**src/rtl/mbox_pkg.sv**
```systemverilog
package mbox_pkg;
  localparam int MBOX_BYTES = 6;
  localparam int DATA_W     = 8 * MBOX_BYTES;

  // number of bytes used by a length code
  function automatic int len_bytes(input logic [1:0] sel);
    case (sel)
      2'd0:    return 2;
      2'd1:    return 3;
      2'd2:    return 4;
      default: return MBOX_BYTES;
    endcase
  endfunction

  // offset of the byte that completes a word
  function automatic int last_index(input logic [1:0] sel);
    return len_bytes(sel) - 1;
  endfunction

  // bit mask covering the selected length
  function automatic logic [DATA_W-1:0] len_mask(input logic [1:0] sel);
    logic [DATA_W-1:0] m;
    m = '0;
    for (int b = 0; b < MBOX_BYTES; b++)
      if (b < len_bytes(sel)) m[8*b +: 8] = 8'hFF;
    return m;
  endfunction
endpackage

```
**src/rtl/mbox_store.sv**
```systemverilog
module mbox_store
  import mbox_pkg::*;
(
  input  logic              clk,
  input  logic              rst_n,
  input  logic              wr_hit,
  input  logic [7:0]        wr_idx,
  input  logic [7:0]        wr_data,
  input  logic              cnt_load,
  input  logic [DATA_W-1:0] cnt_val,
  input  logic              busy,
  output logic [DATA_W-1:0] word
);
  logic [7:0] bytes_q [MBOX_BYTES];
  logic       cnt_take;

  assign cnt_take = cnt_load && !busy;

  for (genvar i = 0; i < MBOX_BYTES; i++) begin : g_byte
    always_ff @(posedge clk or negedge rst_n) begin
      if (!rst_n)                                bytes_q[i] <= '0;
      else if (wr_hit && wr_idx == 8'(i))        bytes_q[i] <= wr_data;
      else if (cnt_take)                         bytes_q[i] <= cnt_val[8*i +: 8];
    end
    assign word[8*i +: 8] = bytes_q[i];
  end


  cnt_blocked_chk: assert property (@(posedge clk) disable iff (!rst_n)
    (busy && !wr_hit) |=> $stable(word));
endmodule

```
**src/rtl/mbox_flags.sv**
```systemverilog
module mbox_flags
  import mbox_pkg::*;
(
  input  logic clk,
  input  logic rst_n,
  input  logic wr_hit,
  input  logic wr_done,
  input  logic rd_done,
  output logic busy,
  output logic valid
);
  always_ff @(posedge clk or negedge rst_n) begin
    if (!rst_n)       busy <= 1'b0;
    else if (wr_hit)  busy <= 1'b1;
    else if (rd_done) busy <= 1'b0;
  end

  always_ff @(posedge clk or negedge rst_n) begin
    if (!rst_n)       valid <= 1'b0;
    else if (wr_done) valid <= 1'b1;
    else if (rd_done) valid <= 1'b0;
  end


  valid_in_use_chk: assert property (@(posedge clk) disable iff (!rst_n)
    valid |-> busy);

  valid_cause_chk: assert property (@(posedge clk) disable iff (!rst_n)
    $rose(valid) |-> $past(wr_done));

  release_chk: assert property (@(posedge clk) disable iff (!rst_n)
    (rd_done && !wr_hit) |=> (!valid && !busy));

  done_wins_chk: assert property (@(posedge clk) disable iff (!rst_n)
    (rd_done && wr_done) |=> valid);
endmodule

```
**src/rtl/mbox_format.sv**
```systemverilog
module mbox_format
  import mbox_pkg::*;
(
  input  logic              clk,
  input  logic              rst_n,
  input  logic [DATA_W-1:0] word,
  input  logic [1:0]        len_sel,
  input  logic              busy,
  input  logic              valid,
  output logic [DATA_W-1:0] rd_data,
  output logic              rd_nerr,
  output logic              rd_nwarn
);
  assign rd_data  = word & len_mask(len_sel);
  assign rd_nwarn = !valid;
  assign rd_nerr  = !(busy && !valid);


  status_excl_chk: assert property (@(posedge clk) disable iff (!rst_n)
    !(!rd_nerr && !rd_nwarn));
endmodule

```
**src/rtl/mbox_spi_biss.sv**
```systemverilog
module mbox_spi_biss
  import mbox_pkg::*;
#(
  parameter logic [7:0] BASE_ADDR = 8'h20
) (
  input  logic              clk,
  input  logic              rst_n,
  input  logic              wr_en,
  input  logic [7:0]        wr_addr,
  input  logic [7:0]        wr_data,
  input  logic [1:0]        len_sel,
  input  logic              cnt_load,
  input  logic [DATA_W-1:0] cnt_val,
  input  logic              rd_done,
  output logic [DATA_W-1:0] rd_data,
  output logic              rd_nerr,
  output logic              rd_nwarn
);
  localparam logic [7:0] TOP_ADDR = BASE_ADDR + 8'(MBOX_BYTES - 1);

  logic [7:0]        wr_idx;
  logic              wr_hit, wr_done, busy, valid;
  logic [DATA_W-1:0] word;

  assign wr_idx  = wr_addr - BASE_ADDR;
  assign wr_hit  = wr_en && wr_addr >= BASE_ADDR && wr_addr <= TOP_ADDR;
  assign wr_done = wr_hit && wr_idx == 8'(last_index(len_sel));

  mbox_store u_store (
    .clk(clk), .rst_n(rst_n), .wr_hit(wr_hit), .wr_idx(wr_idx),
    .wr_data(wr_data), .cnt_load(cnt_load), .cnt_val(cnt_val),
    .busy(busy), .word(word));

  mbox_flags u_flags (
    .clk(clk), .rst_n(rst_n), .wr_hit(wr_hit), .wr_done(wr_done),
    .rd_done(rd_done), .busy(busy), .valid(valid));

  mbox_format u_fmt (
    .clk(clk), .rst_n(rst_n), .word(word), .len_sel(len_sel),
    .busy(busy), .valid(valid), .rd_data(rd_data),
    .rd_nerr(rd_nerr), .rd_nwarn(rd_nwarn));


  outside_ignored_chk: assert property (@(posedge clk) disable iff (!rst_n)
    (wr_en && !wr_hit && !cnt_load && !rd_done) |=> ($stable(rd_data) && $stable(rd_nwarn)));
endmodule

```
**config.mk**
```make
export PLATFORM = sky130hd
export DESIGN_NAME = mbox_spi_biss
export DESIGN_NICKNAME = d
export VERILOG_FILES = /design/src/rtl/mbox_pkg.sv /design/src/rtl/mbox_store.sv /design/src/rtl/mbox_flags.sv /design/src/rtl/mbox_format.sv /design/src/rtl/mbox_spi_biss.sv
export SDC_FILE = /design/constraint.sdc
export NUM_CORES = 1
export LEC_CHECK = 0
export BUFFER_PORTS_ARGS = -buffer_cell sky130_fd_sc_hd__buf_2
export CORE_MARGIN = 5
export CORE_UTILIZATION = 40
export CTS_BUF_LIST = sky130_fd_sc_hd__clkbuf_8
export CTS_CLUSTER_SIZE = 20
export DETAILED_ROUTE_END_ITERATION = 12
export PLACE_DENSITY = 0.66
export SYNTH_ARGS = -nofsm -noshare
export SYNTH_HDL_FRONTEND = slang
export SYNTH_SLANG_ARGS = --single-unit
```
**constraint.sdc**
```tcl
create_clock -name clk -period 1.8 [get_ports clk]
set_input_delay 0.27 -clock clk [delete_from_list [all_inputs] [get_ports clk]]
set_output_delay 0.27 -clock clk [all_outputs]
set_load 0.1 [all_outputs]
```
==> out/metrics.csv <==
metric;value;unit
synth_edf_count;0;
cts_hold_buf;1;
antenna_found_initial;0;
finalSetupTns;0;ns
leakage;0.002028;µW
synth_area;2912;µm²
num_vias;2426;
grt_usage;18.01;%
grt_pass1_vias;2532;
cts_sinks;50;
cp-end-kind;output pin;
critPathMaxStageDelay;0.33;ns
report.final.slew_viol_count;0;
clk_pin_slew_worst_paths;0.09;ns
drc;0;
cp_data_required_time;1.53;ns
layout-drive-gt1-share;41.56;%
gp_congestion;0.8491;
grt_overflow;0;
nFillCells;616;
grt_max_degree;51;
postRouteWirelength;8030;µm
drt_iter0_markers;59;
critPathArrivalTime;1.34;ns
seq_power_share;37.6;%
tightest_slew;0.4915;ns
start_util;40.58;%
hold_violations;0;
period_needed;1.614;ns
fmax;0.6197;GHz
synth_top_area_cell;dfrtp_1;
power;3456;µW
viasPerCell;4.891;
yosysWarningCount;0;
postRouteAntennaNets;0;
synth.most_common_cell;dfrtp_1;
clockPowerShare;18.3;%
synthTopCellsByArea;dfrtp_1, mux2i_1, a21oi_1;
cts_resized;0;
ctsHtreeMaxLevel;2;
wire_per_inst;16.19;µm
fin_cells;496;
worst_slack;0.1863;ns
cp_num_buf_inv;3;
synth_cells;287;
ioPinCount;121;
firstDrtPassIters;4;
ys.flop_type;dfrtp_1;
nNetsFinal;474;
ir_drop;413.1;µV
root_buffer;clkbuf_8;
clock_latency;0.30;ns
dp_worst_setup_slack;0.08131;ns
cts_buffers;5;
synth.distinct_cells;28;
std_cell_rows;31;
min_period_over_period;89.65;%
place_hpwl;5991;µm
path_max_fanout;8;
synth_top_area_share;42.97;%
syn_nets;364;
worstPathCellList;buf_2, inv_1, ha_1, nor2b_1, buf_12;
grt_setup_unrepaired;no;
portBuffers;120;
setup_viol;0;
status;finished clean;
syn_to_final_growth;42.93;%
core_region_area;7176;µm²
place_inst;488;
relSlewSlack;67.46;%
tritoncts;built;
yosysSeqAreaShare;42.97;%
diodes;0;
drv_cap;0;
critPathLaunchType;primary input;
min-delay-path-class;primary input to flop;
slowest_stage;ha_1;
ys_ff_latch;50;
path_delay_family;buffers and inverters;
postSynthAreaPerCell;10.14;µm²
p_sw;1459;µW
cts_setup_buffers;0;
ys_top_cells_by_count;dfrtp_1, nor2_1, a21oi_1, mux2i_1, nor2b_1;
critPathKind;primary input to output pin;
internal_power;1997;µW
p_per_area;830.6;nW/µm²
fp.dieW;95.32;µm
synth-async-reset-ratio;100.0;%
clockBufferDepth;2;
fin_skew;0.004357;ns
p_sw_share;42.22;%
combPwrFrac;44.1;%
die_area;9085;µm²
grt_pass1_wl;12500;µm
die_y;95.32;µm
-- registers in the layout (all words and copies together), names as in the netlist --
register	count
u_flags.busy	1
u_flags.valid	1
u_store.word	48
-- stage by stage --
| stage | cell area [µm²] | util, % | hold slack (ns) |
|---|---|---|---|
| final | 4161 | 57.99 | 0.1685 |
| after global routing | 4161 | 57.99 | 0.1560 |
| after CTS | 4161 | 57.99 | 0.1609 |
| after detailed placement | 4071 | 56.74 | 0.2882 |
| after global placement | 4071 | 56.74 | 0.2856 |
| after floorplan | 2917 | - | -0.02559 |
-- final timing paths --
path / startpoint / to / slack, ns / cells after the start
worst min-delay path: rd_done / u_flags.busy / 0.17 / 2
worst min register to register: u_store.word[35] / u_store.word[35] / 0.57 / 2
worst max-delay path: len_sel[0] / rd_data[22] / 0.19 / 5
worst max register to register: u_flags.busy / u_store.word[5] / 0.29 / 5
max in group asynchronous: rst_n / u_store.word[24] / 1.07 / 3
min in group asynchronous: rst_n / u_store.word[33] / 0.48 / 3
-- power by group through the flow --
| stage | clock (µW) | combinational, µW | sequential (µW) |
|---|---|---|---|
| floorplan | 0 | 1060 | 1310 |
| global placement | 0 | 1520 | 1320 |
| CTS | 657 | 1540 | 1300 |
| global route | 701 | 1590 | 1320 |
| detailed placement | 0 | 1540 | 1330 |
| finish | 631 | 1520 | 1300 |
-- layout by cell type (no fill, tap or decap) --
cell type | synthesis | layout
xor2_1 | 1 | 1
mux2i_1 | 40 | 40
buf_4 | 0 | 7
nand3_1 | 1 | 1
nand2_2 | 0 | 2
nand4_1 | 1 | 1
xnor2_4 | 1 | 1
mux2_4 | 3 | 3
dlygate4sd3_1 | 0 | 1
o22ai_1 | 1 | 1
mux2_2 | 13 | 13
nand4_2 | 5 | 5
a21oi_1 | 40 | 40
nand2_1 | 4 | 2
buf_12 | 0 | 34
nor2b_2 | 0 | 1
o21ai_0 | 2 | 2
nor2b_1 | 19 | 18
ha_1 | 6 | 6
buf_2 | 5 | 88
nor3_1 | 1 | 1
inv_1 | 6 | 7
and4bb_2 | 1 | 1
and4bb_4 | 1 | 1
xnor2_1 | 2 | 2
and2_1 | 16 | 16
nand3_4 | 1 | 1
clkbuf_8 | 0 | 5
dfrtp_1 | 50 | 50
and3_4 | 1 | 1
nor2_1 | 43 | 43
nor4b_4 | 1 | 1
clkinvlp_4 | 0 | 1
-- kinds of logic (layout without fill, tap and decap cells) --
logic type / after synthesis / after routing / synth area share (%)
simple gates: 95 / 95 / 19.08
flops: 50 / 50 / 42.97
compound gates: 43 / 43 / 7.435
mux: 56 / 56 / 20.33
xor+xnor: 4 / 4 / 1.848
buf+inv: 33 / 143 / 5.758
fa+ha+maj: 6 / 6 / 2.578
-- area by class of cell --
| class | instances | area [µm²] | area share [%] |
|---|---|---|---|
| multi-input combinational | 204 | 1500 | 36.05 |
| clock inverter | 2 | 11.26 | 0.2706 |
| inverter | 6 | 22.52 | 0.5412 |
| timing repair buffer | 130 | 1184 | 28.44 |
| tap | 99 | 123.9 | 2.977 |
| sequential | 50 | 1251 | 30.07 |
| clock buffer | 5 | 68.82 | 1.654 |
-- worst reg2reg max path: stages (launching register included) --
cell and delay (ns):
dfrtp_1 0.37, inv_1 0.06, nand2_2 0.29, buf_12 0.31, mux2i_1 0.28, a21oi_1 0.09
-- metal layers --
| metal | track usage (%) | wire length, µm | share of wire [%] |
|---|---|---|---|
| met2 | 31.90 | 4110 | 51 |
| met1 | 21.04 | 3118 | 39 |
| met3 | 4.815 | 603 | 7.5 |
| met5 | 0 | 0 | 0 |
| met4 | 5.769 | 198 | 2.5 |
No activity file was read; power rests on OpenSTA's default activity.
